File: config.mk
export PLATFORM = sky130hd
export DESIGN_NAME = ser_status_flags
export DESIGN_NICKNAME = d
export VERILOG_FILES = /design/src/rtl/ser_status_flags.sv
export SDC_FILE = /design/constraint.sdc
export NUM_CORES = 1
export LEC_CHECK = 0
export ABC_AREA = 1
export BUFFER_PORTS_ARGS = -buffer_cell sky130_fd_sc_hd__buf_2
export CAP_MARGIN = 10
export CORE_AREA = 2 2 41 43
export DETAILED_ROUTE_END_ITERATION = 7
export DIE_AREA = 0 0 43 45
export GPL_TIMING_DRIVEN = 0
export PLACE_DENSITY = 0.78
export SLEW_MARGIN = 20
export SYNTH_ARGS = -nofsm -noshare
export SYNTH_HDL_FRONTEND = slang
export SYNTH_SLANG_ARGS = --single-unit
File: constraint.sdc
create_clock -name clk -period 0.8 [get_ports clk]
set_input_delay 0.12 -clock clk [delete_from_list [all_inputs] [get_ports clk]]
set_output_delay 0.12 -clock clk [all_outputs]
set_load 0.005 [all_outputs]
File: src/rtl/ser_status_flags.sv
module ser_status_flags #(
  parameter int DW      = 8,
  parameter int BIT_RDF = 5,
  parameter int BIT_NAK = 4,
  parameter int BIT_STP = 3,
  parameter int BIT_ALO = 2
) (
  input  logic          clk,
  input  logic          rst_n,
  input  logic          ev_rx_xfer,
  input  logic          ev_ack_sampled,
  input  logic          ack_nack,
  input  logic          ev_stop,
  input  logic          ev_scl_rise,
  input  logic          ev_start,
  input  logic          ev_last_bit,
  input  logic          sda_drive,
  input  logic          sda_pin,
  input  logic          mode_master,
  input  logic          mode_tx,
  input  logic          mode_sync,
  input  logic          ack_chk_en,
  input  logic          rd_status,
  input  logic          wr_status,
  input  logic [DW-1:0] wr_data,
  input  logic          rd_rxdata,
  input  logic [DW-1:0] irq_en,
  output logic [DW-1:0] status_out,
  output logic          irq
);
  localparam int NF = 4;

  logic [NF-1:0] flg, arm, set_ev, clr_ev, wzero;
  logic          frame_seen;

  wire i2c_master = mode_master & ~mode_sync;
  wire al_tx      = i2c_master & mode_tx & ev_scl_rise & (sda_drive ^ sda_pin);
  wire al_start   = i2c_master & ev_start & sda_drive;
  wire ovr        = mode_sync & ev_last_bit & flg[0];

  assign set_ev = {al_tx | al_start | ovr,
                   ev_stop & frame_seen,
                   ev_ack_sampled & ack_nack & ack_chk_en & mode_tx,
                   ev_rx_xfer};

  assign wzero  = ~{wr_data[BIT_ALO], wr_data[BIT_STP], wr_data[BIT_NAK], wr_data[BIT_RDF]};
  assign clr_ev = ({NF{wr_status}} & arm & wzero) | {{(NF-1){1'b0}}, rd_rxdata};

  always_ff @(posedge clk or negedge rst_n) begin
    if (!rst_n) begin
      flg        <= '0;
      arm        <= '0;
      frame_seen <= 1'b0;
    end else begin
      flg        <= set_ev | (flg & ~clr_ev);
      arm        <= wr_status ? '0 : (rd_status ? flg : arm);
      frame_seen <= (frame_seen & ~ev_stop) | ev_rx_xfer | ev_ack_sampled | ev_last_bit;
    end
  end

  always_comb begin
    status_out          = '0;
    status_out[BIT_RDF] = flg[0];
    status_out[BIT_NAK] = flg[1];
    status_out[BIT_STP] = flg[2];
    status_out[BIT_ALO] = flg[3];
  end

  assign irq = |(status_out & irq_en);
endmodule

==> impl_results.md, run 1 <==
* Critical path type: reg -> out
* Peak supply drop at 766 uV
* Portion of netlist area occupied by mux cells at 0
* Share of cells above drive strength 1 at 0.491
* Ant diodes at 0
* Drt wl/cell at 10.3 um
* Slew Limit Fails at 0
* Global route total overflow at 0
* Setup TNS at -1.32 ns
* I/O Buffers at 30
* Worst skew pair latency at 0.26 ns
* Via Count at 558
* Die Ht at 45 um
* Min cycle time layout at 1.08 ns
* Failing checks: setup timing
* Placement Cell Area at 679 um2
* Worst hold slack at 0.0393 ns
* Launching point of the worst reg2reg path: flg[0]$_DFF_PN0_
* Wirelength, routed at 1280 um
* DR vias/cell at 4.50
* DRC viols at 0
* Drt first-iter violations at 7
* Adder-Cell Fraction of Synth Area at 0
* H-tree Lvls at 1
* Worst Setup End Kind: primary output
* Unrepaired setup endpoints after global routing: yes
* Critical Path AT at 0.96 ns
* Final worst slack at -0.276 ns
* Post-Synth XOR/XNOR Area at 0
* Compound-Gate Fraction of Synth Area at 0.136
* CTS sink count at 9
* Beginning of the worst hold path: rd_rxdata
* Clock buffer depth at 2
* Total CTS buffers at 3
* Die width at 43 um
* Most frequent cells in the layout: buf_2 (28), nand2_1 (17), dfrtp_1 (9)
* Final instance area at 812 um2
* Hold path endpoint: flg[0]$_DFF_PN0_
* TritonCTS clock tree: built
* Detailed-placement wirelength estimate at 1000 um
* Outcome: finished with violations
* FF-to-FF End: arm[0]$_DFFE_PN0P_
* Synth-to-layout area growth at 63.1%
* Cell variety after synth at 13
* Pre-antenna DRT Iters at 2
* Largest net degree at the start of global routing at 10
* Final #Nets at 143
* Critical Path RT at 0.68 ns
* WHS Path Cells at 2
* Mapped Cells at 65
* Std-Cell Rows at 14
* Vias in the first global route at 545
* Flops & latches, synth at 9
* Netlist Area Pre-Place at 498 um2
* FF-to-FF setup slack at -0.19 ns
* Die ar. at 1940 um2
* Startpoint Class: flop
* Worst Path Max Fanout at 2
* Worst R2R Path Depth at 5
* Warnings, synthesis at 0
* PwrDens at 1600 nW/um2
* Synth Area in Simple Gates at 0.276
* Largest family of logic cells by synthesized area: simple AND/OR/NAND/NOR gates
* Initial antenna violation count at 0
* Most common cell after layout, fill and taps aside: buf_2
* Core ar. at 1470 um2
* Initial Util at 0.338
* Fmax at 929 MHz
* GPL Wtd Cong at 0.739
* # setup viols final at 10
* First-pass GRT wire length at 2120 um
* Root buffer cell: clkbuf_4
* Post-DRT Antenna Nets at 0
* Worst Skew at 0.00423 ns
* DP Worst Slack at -0.0192 ns
* Syn Area/Cell at 7.66 um2
* Clock slew at reported path FFs at 0.06 ns
* Leakage at 0.435 nW
* Type of the worst min-delay path: in -> reg
* Post-synthesis sequential area ratio at 0.452
* Final hold violations at 0
* Max_cap viols at 0
* Period Utilization, post-route at 1.34
* I/O pin cnt at 43
* GRT Util Overall at 0.154
metal layers:
metal | share of wire | track usage | vias to the layer above | routed length (um)
met5 | 0 | 0 | - | 0
met4 | 0.0078 | 0.0909 | 0 | 10
met3 | 0.091 | 0.0400 | 2 | 116
met2 | 0.52 | 0.282 | 27 | 663
met1 | 0.38 | 0.160 | 245 | 487
li1 | - | - | 284 | -
cells in the mapped netlist:
cell type	n	area, um2
buf_4	4	30.0
conb_1	1	3.75
dfrtp_1	9	225
inv_1	9	33.8
nand2_1	17	63.8
nand3_1	5	25.0
nand4_1	2	12.5
nor2_1	6	22.5
nor3_1	1	5.00
o21ai_0	5	25.0
o21ai_2	4	35.0
o21bai_1	1	7.51
or2_4	1	8.76
sequential cells by signal (all words and copies together), names as in the netlist:
name	flops
arm	4
flg	4
frame_seen	1
worst max-delay path by stage:
stage | from | end | slack (ns) | cells after the start
floorplan | flg[0]$_DFF_PN0_ | flg[3]$_DFF_PN0_ | 0.04 | 4
global placement | flg[0]$_DFF_PN0_ | irq | 0.002 | 3
detailed placement | flg[0]$_DFF_PN0_ | irq | -0.02 | 3
CTS | flg[3]$_DFF_PN0_ | irq | -0.28 | 3
global route | flg[2]$_DFF_PN0_ | irq | -0.35 | 3
finish | flg[0]$_DFF_PN0_ | irq | -0.28 | 3
report_power, final:
part,total [mW],internal (mW),switching (mW)
clock network,0.344,0.192,0.152
registers,0.542,0.506,0.0361
logic,0.412,0.239,0.172
total,1.30,0.937,0.360
cell families after synthesis:
logic type,count (synthesis)
AO/OA/AOI/OAI,10
buffers and inverters,13
flip-flops,9
other,1
AND/OR/NAND/NOR,32
worst max-delay path: stages, from the launching register on:
cell and delay, ns:
dfrtp_1 0.41, nand2_1 0.07, nand4_1 0.08, buf_2 0.13
layout make-up:
| class | instances | area (um2) |
|---|---|---|
| plain buffers | 4 | 30.0 |
| clock buffers | 4 | 26.3 |
| fillers | 142 | 659 |
| inverters | 9 | 33.8 |
| multi-input cells | 46 | 248 |
| flip-flops and latches | 9 | 225 |
| well taps | 16 | 20.0 |
| repair buffers | 36 | 229 |
per-stage QoR:
stage,total power [mW],utilization,instances
2_1_floorplan,0.672,-,68
3_3_place_gp,0.798,0.462,114
3_5_place_dp,0.815,0.462,114
4_1_cts,1.29,0.532,123
5_1_grt,1.40,0.552,124
6_report,1.30,0.552,124
what timing repair did:
action                                 in CTS  in global routing
pin swaps                                   5                  4
endpoints found under the hold margin       9                  0
gates cloned                                0                  0
hold buffers                                1                  0
setup endpoints to repair                   6                 11
buffers inserted                            4                  2
resized for setup                           9                  8
No activity file was read; power rests on OpenSTA's default activity.
==> inputs of run 2 (changes only) <==
--- a/config.mk
+++ b/config.mk
@@ -13,6 +13,7 @@
 export DIE_AREA = 0 0 43 45
 export GPL_TIMING_DRIVEN = 0
 export PLACE_DENSITY = 0.78
+export SKIP_CTS_REPAIR_TIMING = 1
 export SLEW_MARGIN = 20
 export SYNTH_ARGS = -nofsm -noshare
 export SYNTH_HDL_FRONTEND = slang
==> run 2 against run 1 <==
Net effect:
- the run still ends with setup timing left
- clock power about the same
- global-route usage down 1.5 points
- critical path depth unchanged
- largest cell class is now multi-input combinational cells
- highest routed layer unchanged
==> impl_results.md, run 2 (synthesis results as in run 1) <==
* Root buffer cell: clkbuf_4
* Largest net degree at the start of global routing at 10
* GRT Util Overall at 0.139
* Final instance area at 763 um2
* TritonCTS clock tree: built
* CTS sink count at 9
* Most frequent cells in the layout: buf_2 (29), nand2_1 (17), dfrtp_1 (9)
* Share of cells above drive strength 1 at 0.472
* Final #Nets at 141
* Die width at 43 um
* Initial antenna violation count at 0
* I/O Buffers at 30
* FF-to-FF End: flg[3]$_DFF_PN0_
* Max_cap viols at 0
* Placement Cell Area at 679 um2
* Final Power at 1.23 mW
* Pre-antenna DRT Iters at 2
* Final hold violations at 0
* Wirelength, routed at 1240 um
* Setup crit start: flg[0]$_DFF_PN0_
* DP Worst Slack at -0.0192 ns
* DRC viols at 0
* Total CTS buffers at 3
* Via Count at 542
* Peak supply drop at 1010 uV
* Worst hold slack at 0.0458 ns
* WHS Path Cells at 2
* Startpoint Class: flop
* Critical path type: reg -> out
* Initial Util at 0.338
* DR vias/cell at 4.44
* Clock slew at reported path FFs at 0.06 ns
* Final worst slack at -0.284 ns
* H-tree Lvls at 1
* Type of the worst min-delay path: in -> reg
* Beginning of the worst hold path: rd_rxdata
* Final std cells w/o fill at 122
* Leakage at 0.416 nW
* Core ar. at 1470 um2
* GPL Wtd Cong at 0.739
* Ant diodes at 0
* Post-DRT Antenna Nets at 0
* First-pass GRT wire length at 1910 um
* Fillers at 147
* Fmax at 923 MHz
* Multi-input gate area at 235 um2
* PwrDens at 1610 nW/um2
* Failing checks: setup timing
* Worst Setup End Kind: primary output
* FF-to-FF setup slack at -0.12 ns
* FF+latch area at 225 um2
* Critical Path AT at 0.96 ns
* Die ar. at 1940 um2
* Drt first-iter violations at 2
* Min cycle time layout at 1.08 ns
* Global route total overflow at 0
* Std-Cell Rows at 14
* Synth-to-layout area growth at 53.3%
* I/O pin cnt at 43
* Die Ht at 45 um
* Drt wl/cell at 10.1 um
* Most common cell after layout, fill and taps aside: buf_2
* Worst Path Max Fanout at 3
* Launching point of the worst reg2reg path: flg[0]$_DFF_PN0_
* Worst Skew at 0.00214 ns
* Detailed-placement wirelength estimate at 1000 um
* Unrepaired setup endpoints after global routing: yes
* Vias in the first global route at 486
* Worst R2R Path Depth at 5
* # setup viols final at 8
* Biggest regs: arm: 4 flops, flg: 4 flops, frame_seen: 1 flops
* Hold path endpoint: flg[0]$_DFF_PN0_
* Slew Limit Fails at 0
* Clock buffer depth at 2
* Period Utilization, post-route at 1.35
* Outcome: finished with violations
* Critical Path RT at 0.68 ns
* Worst skew pair latency at 0.25 ns
* Cells after DPL at 114
[run 2: per-stage QoR]
stage                     utilization  TNS (ns)
after floorplan                     -         0
after global routing            0.519     -1.45
final                           0.519     -1.07
after CTS                       0.480    -0.855
after global placement          0.462         0
after detailed placement        0.462   -0.0192
[run 2: cell type report]
type                    count  area share
multi-input cells          46       0.308
flip-flops and latches      9       0.295
repair buffers             34       0.252
inverters                   9      0.0443
plain buffers               4      0.0393
clock buffers               4      0.0344
well taps                  16      0.0262
[run 2: per-layer routing]
metal  track usage  part of all wire
met3        0.0400             0.090
met5             0                 0
met2         0.239              0.52
met1         0.150              0.38
met4        0.0909            0.0081
[run 2: worst max path at each step]
stage / to / slack, ns / cells past startpoint
2_1_floorplan: flg[3]$_DFF_PN0_ / 0.04 / 4
3_3_place_gp: irq / 0.002 / 3
3_5_place_dp: irq / -0.02 / 3
4_1_cts: irq / -0.30 / 3
5_1_grt: irq / -0.35 / 3
6_report: irq / -0.28 / 3
[run 2: critical path, cell delays in order (launching register included)]
cell,delay [ns]
dfrtp_1,0.42
nand2_1,0.08
nand4_1,0.08
buf_2,0.13
[run 2: report_power, final]
part | switching [mW] | total [mW] | leakage (nW) | internal [mW]
Combinational | 0.154 | 0.343 | 0.299 | 0.189
Sequential | 0.0369 | 0.543 | 0.102 | 0.506
Clock | 0.151 | 0.342 | 0.0150 | 0.192
Total | 0.342 | 1.23 | 0.416 | 0.886
==> inputs of run 3 (changes only) <==
--- a/config.mk
+++ b/config.mk
@@ -12,7 +12,7 @@
 export DETAILED_ROUTE_END_ITERATION = 7
 export DIE_AREA = 0 0 43 45
 export GPL_TIMING_DRIVEN = 0
-export PLACE_DENSITY = 0.78
+export PLACE_DENSITY_LB_ADDON = 0.2
 export SKIP_CTS_REPAIR_TIMING = 1
 export SLEW_MARGIN = 20
 export SYNTH_ARGS = -nofsm -noshare
==> run 3 against run 2 <==
Net effect:
- the run still ends with setup timing left
- sequential power grew 0.7%
- non-clock buffer count is 1 lower
- fmax is 0.42% lower
- final cell count down 0.82%
==> impl_results.md, run 3 (synthesis results as in run 1) <==
* Outcome: finished with violations
* Failing checks: setup timing
* Biggest regs: arm: 4 flops, flg: 4 flops, frame_seen: 1 flops
* Cells after DPL at 114
* Worst Skew at 0.00316 ns
* Startpoint Class: flop
* Die Ht at 45 um
* Worst Path Max Fanout at 5
* DRC viols at 0
* Met3 GRT Util at 0.0280
* Most frequent cells in the layout: buf_2 (30), nand2_1 (17), inv_1 (9), dfrtp_1 (9)
* Launching point of the worst reg2reg path: flg[0]$_DFF_PN0_
* DR vias/cell at 4.43
* GRT met2 Usage at 0.212
* WHS Path Cells at 2
* Worst R2R Path Depth at 5
* Critical Path AT at 0.97 ns
* Min cycle time layout at 1.09 ns
* Core ar. at 1470 um2
* Period Utilization, post-route at 1.36
* GR met1 Demand/Resource at 0.161
* Critical Path RT at 0.68 ns
* DP Worst Slack at -0.0143 ns
* GRT Util Overall at 0.138
* Pre-antenna DRT Iters at 4
* # setup viols final at 6
* Vias in the first global route at 481
* GPL Wtd Cong at 0.718
* CTS sink count at 9
* Initial antenna violation count at 0
* Final std cells w/o fill at 121
* Post-DRT Antenna Nets at 0
* Most common cell after layout, fill and taps aside: buf_2
* Beginning of the worst hold path: rd_rxdata
* Final hold violations at 0
* Worst Setup End Kind: primary output
* Fmax at 919 MHz
* TritonCTS clock tree: built
* Die ar. at 1940 um2
* H-tree Lvls at 1
* Global route total overflow at 0
* Worst skew pair latency at 0.26 ns
* Clock slew at reported path FFs at 0.06 ns
* Fillers at 166
* Final worst slack at -0.288 ns
* Peak supply drop at 723 uV
* Largest net degree at the start of global routing at 10
* I/O Buffers at 30
* Ant diodes at 0
* Placement Cell Area at 679 um2
* Via Count at 536
* Slew Limit Fails at 0
* Setup crit start: flg[0]$_DFF_PN0_
* Wirelength, routed at 1120 um
* Final Power at 1.17 mW
* Critical path type: reg -> out
* Busiest grt layer: met2
* Final instance area at 736 um2
* Share of cells above drive strength 1 at 0.429
* Type of the worst min-delay path: in -> reg
* Root buffer cell: clkbuf_4
* Max_cap viols at 0
* Total CTS buffers at 3
* Fin util at 0.500
* Drt first-iter violations at 4
* Drt wl/cell at 9.24 um
* Initial Util at 0.338
* Synth-to-layout area growth at 47.7%
* Leakage at 0.407 nW
* First-pass GRT wire length at 1900 um
* Clock buffer depth at 2
* Die width at 43 um
* Detailed-placement wirelength estimate at 911 um
* Unrepaired setup endpoints after global routing: yes
* Final #Nets at 140
* PwrDens at 1590 nW/um2
* Std-Cell Rows at 14
* I/O pin cnt at 43
## run 3: changes by cell type in the layout (fill, tap and decap cells not counted), sizes merged
cell	delta
buf	-1
## run 3: worst max-delay path, stage by stage, from the launching register on
cell and delay (ns):
dfrtp_1 0.43, nand2_1 0.09, nand4_1 0.06, buf_2 0.13
## run 3: power breakdown
part / switching, mW / total, mW / internal (mW)
sequential: 0.0412 / 0.547 / 0.505
clock: 0.165 / 0.358 / 0.193
combinational: 0.126 / 0.267 / 0.141
total: 0.332 / 1.17 / 0.839
## run 3: metrics by stage
stage	hold slack (ns)	setup TNS, ns
floorplan	-0.176	0
global placement	-0.0189	-0.0156
detailed placement	-0.0150	-0.0223
CTS	-0.294	-0.860
global route	0.0450	-1.11
finish	0.0320	-0.948
## run 3: area by class of cell
cell class                 instances  area, um2  share of cell area
sequential                         9        225               0.306
timing repair buffer              33        175               0.238
clock buffer                       4       26.3              0.0357
inverter                           9       33.8              0.0459
multi-input combinational         46        225               0.306
tap                               16       20.0              0.0272
buffer                             4       30.0              0.0408
## run 3: layer usage
| metal | up-vias | share of wire |
|---|---|---|
| met5 | - | 0 |
| met4 | 0 | 0.042 |
| met3 | 4 | 0.10 |
| met2 | 30 | 0.41 |
| met1 | 223 | 0.45 |
| li1 | 279 | - |
## run 3: worst paths after layout
path,endpoint,slack (ns)
worst max-delay path,irq,-0.29
worst min-delay path,flg[0]$_DFF_PN0_,0.03
worst max register to register,flg[3]$_DFF_PN0_,-0.12
worst min register to register,flg[2]$_DFF_PN0_,0.47
max in group asynchronous,arm[1]$_DFFE_PN0P_,0.39
min in group asynchronous,flg[2]$_DFF_PN0_,0.23
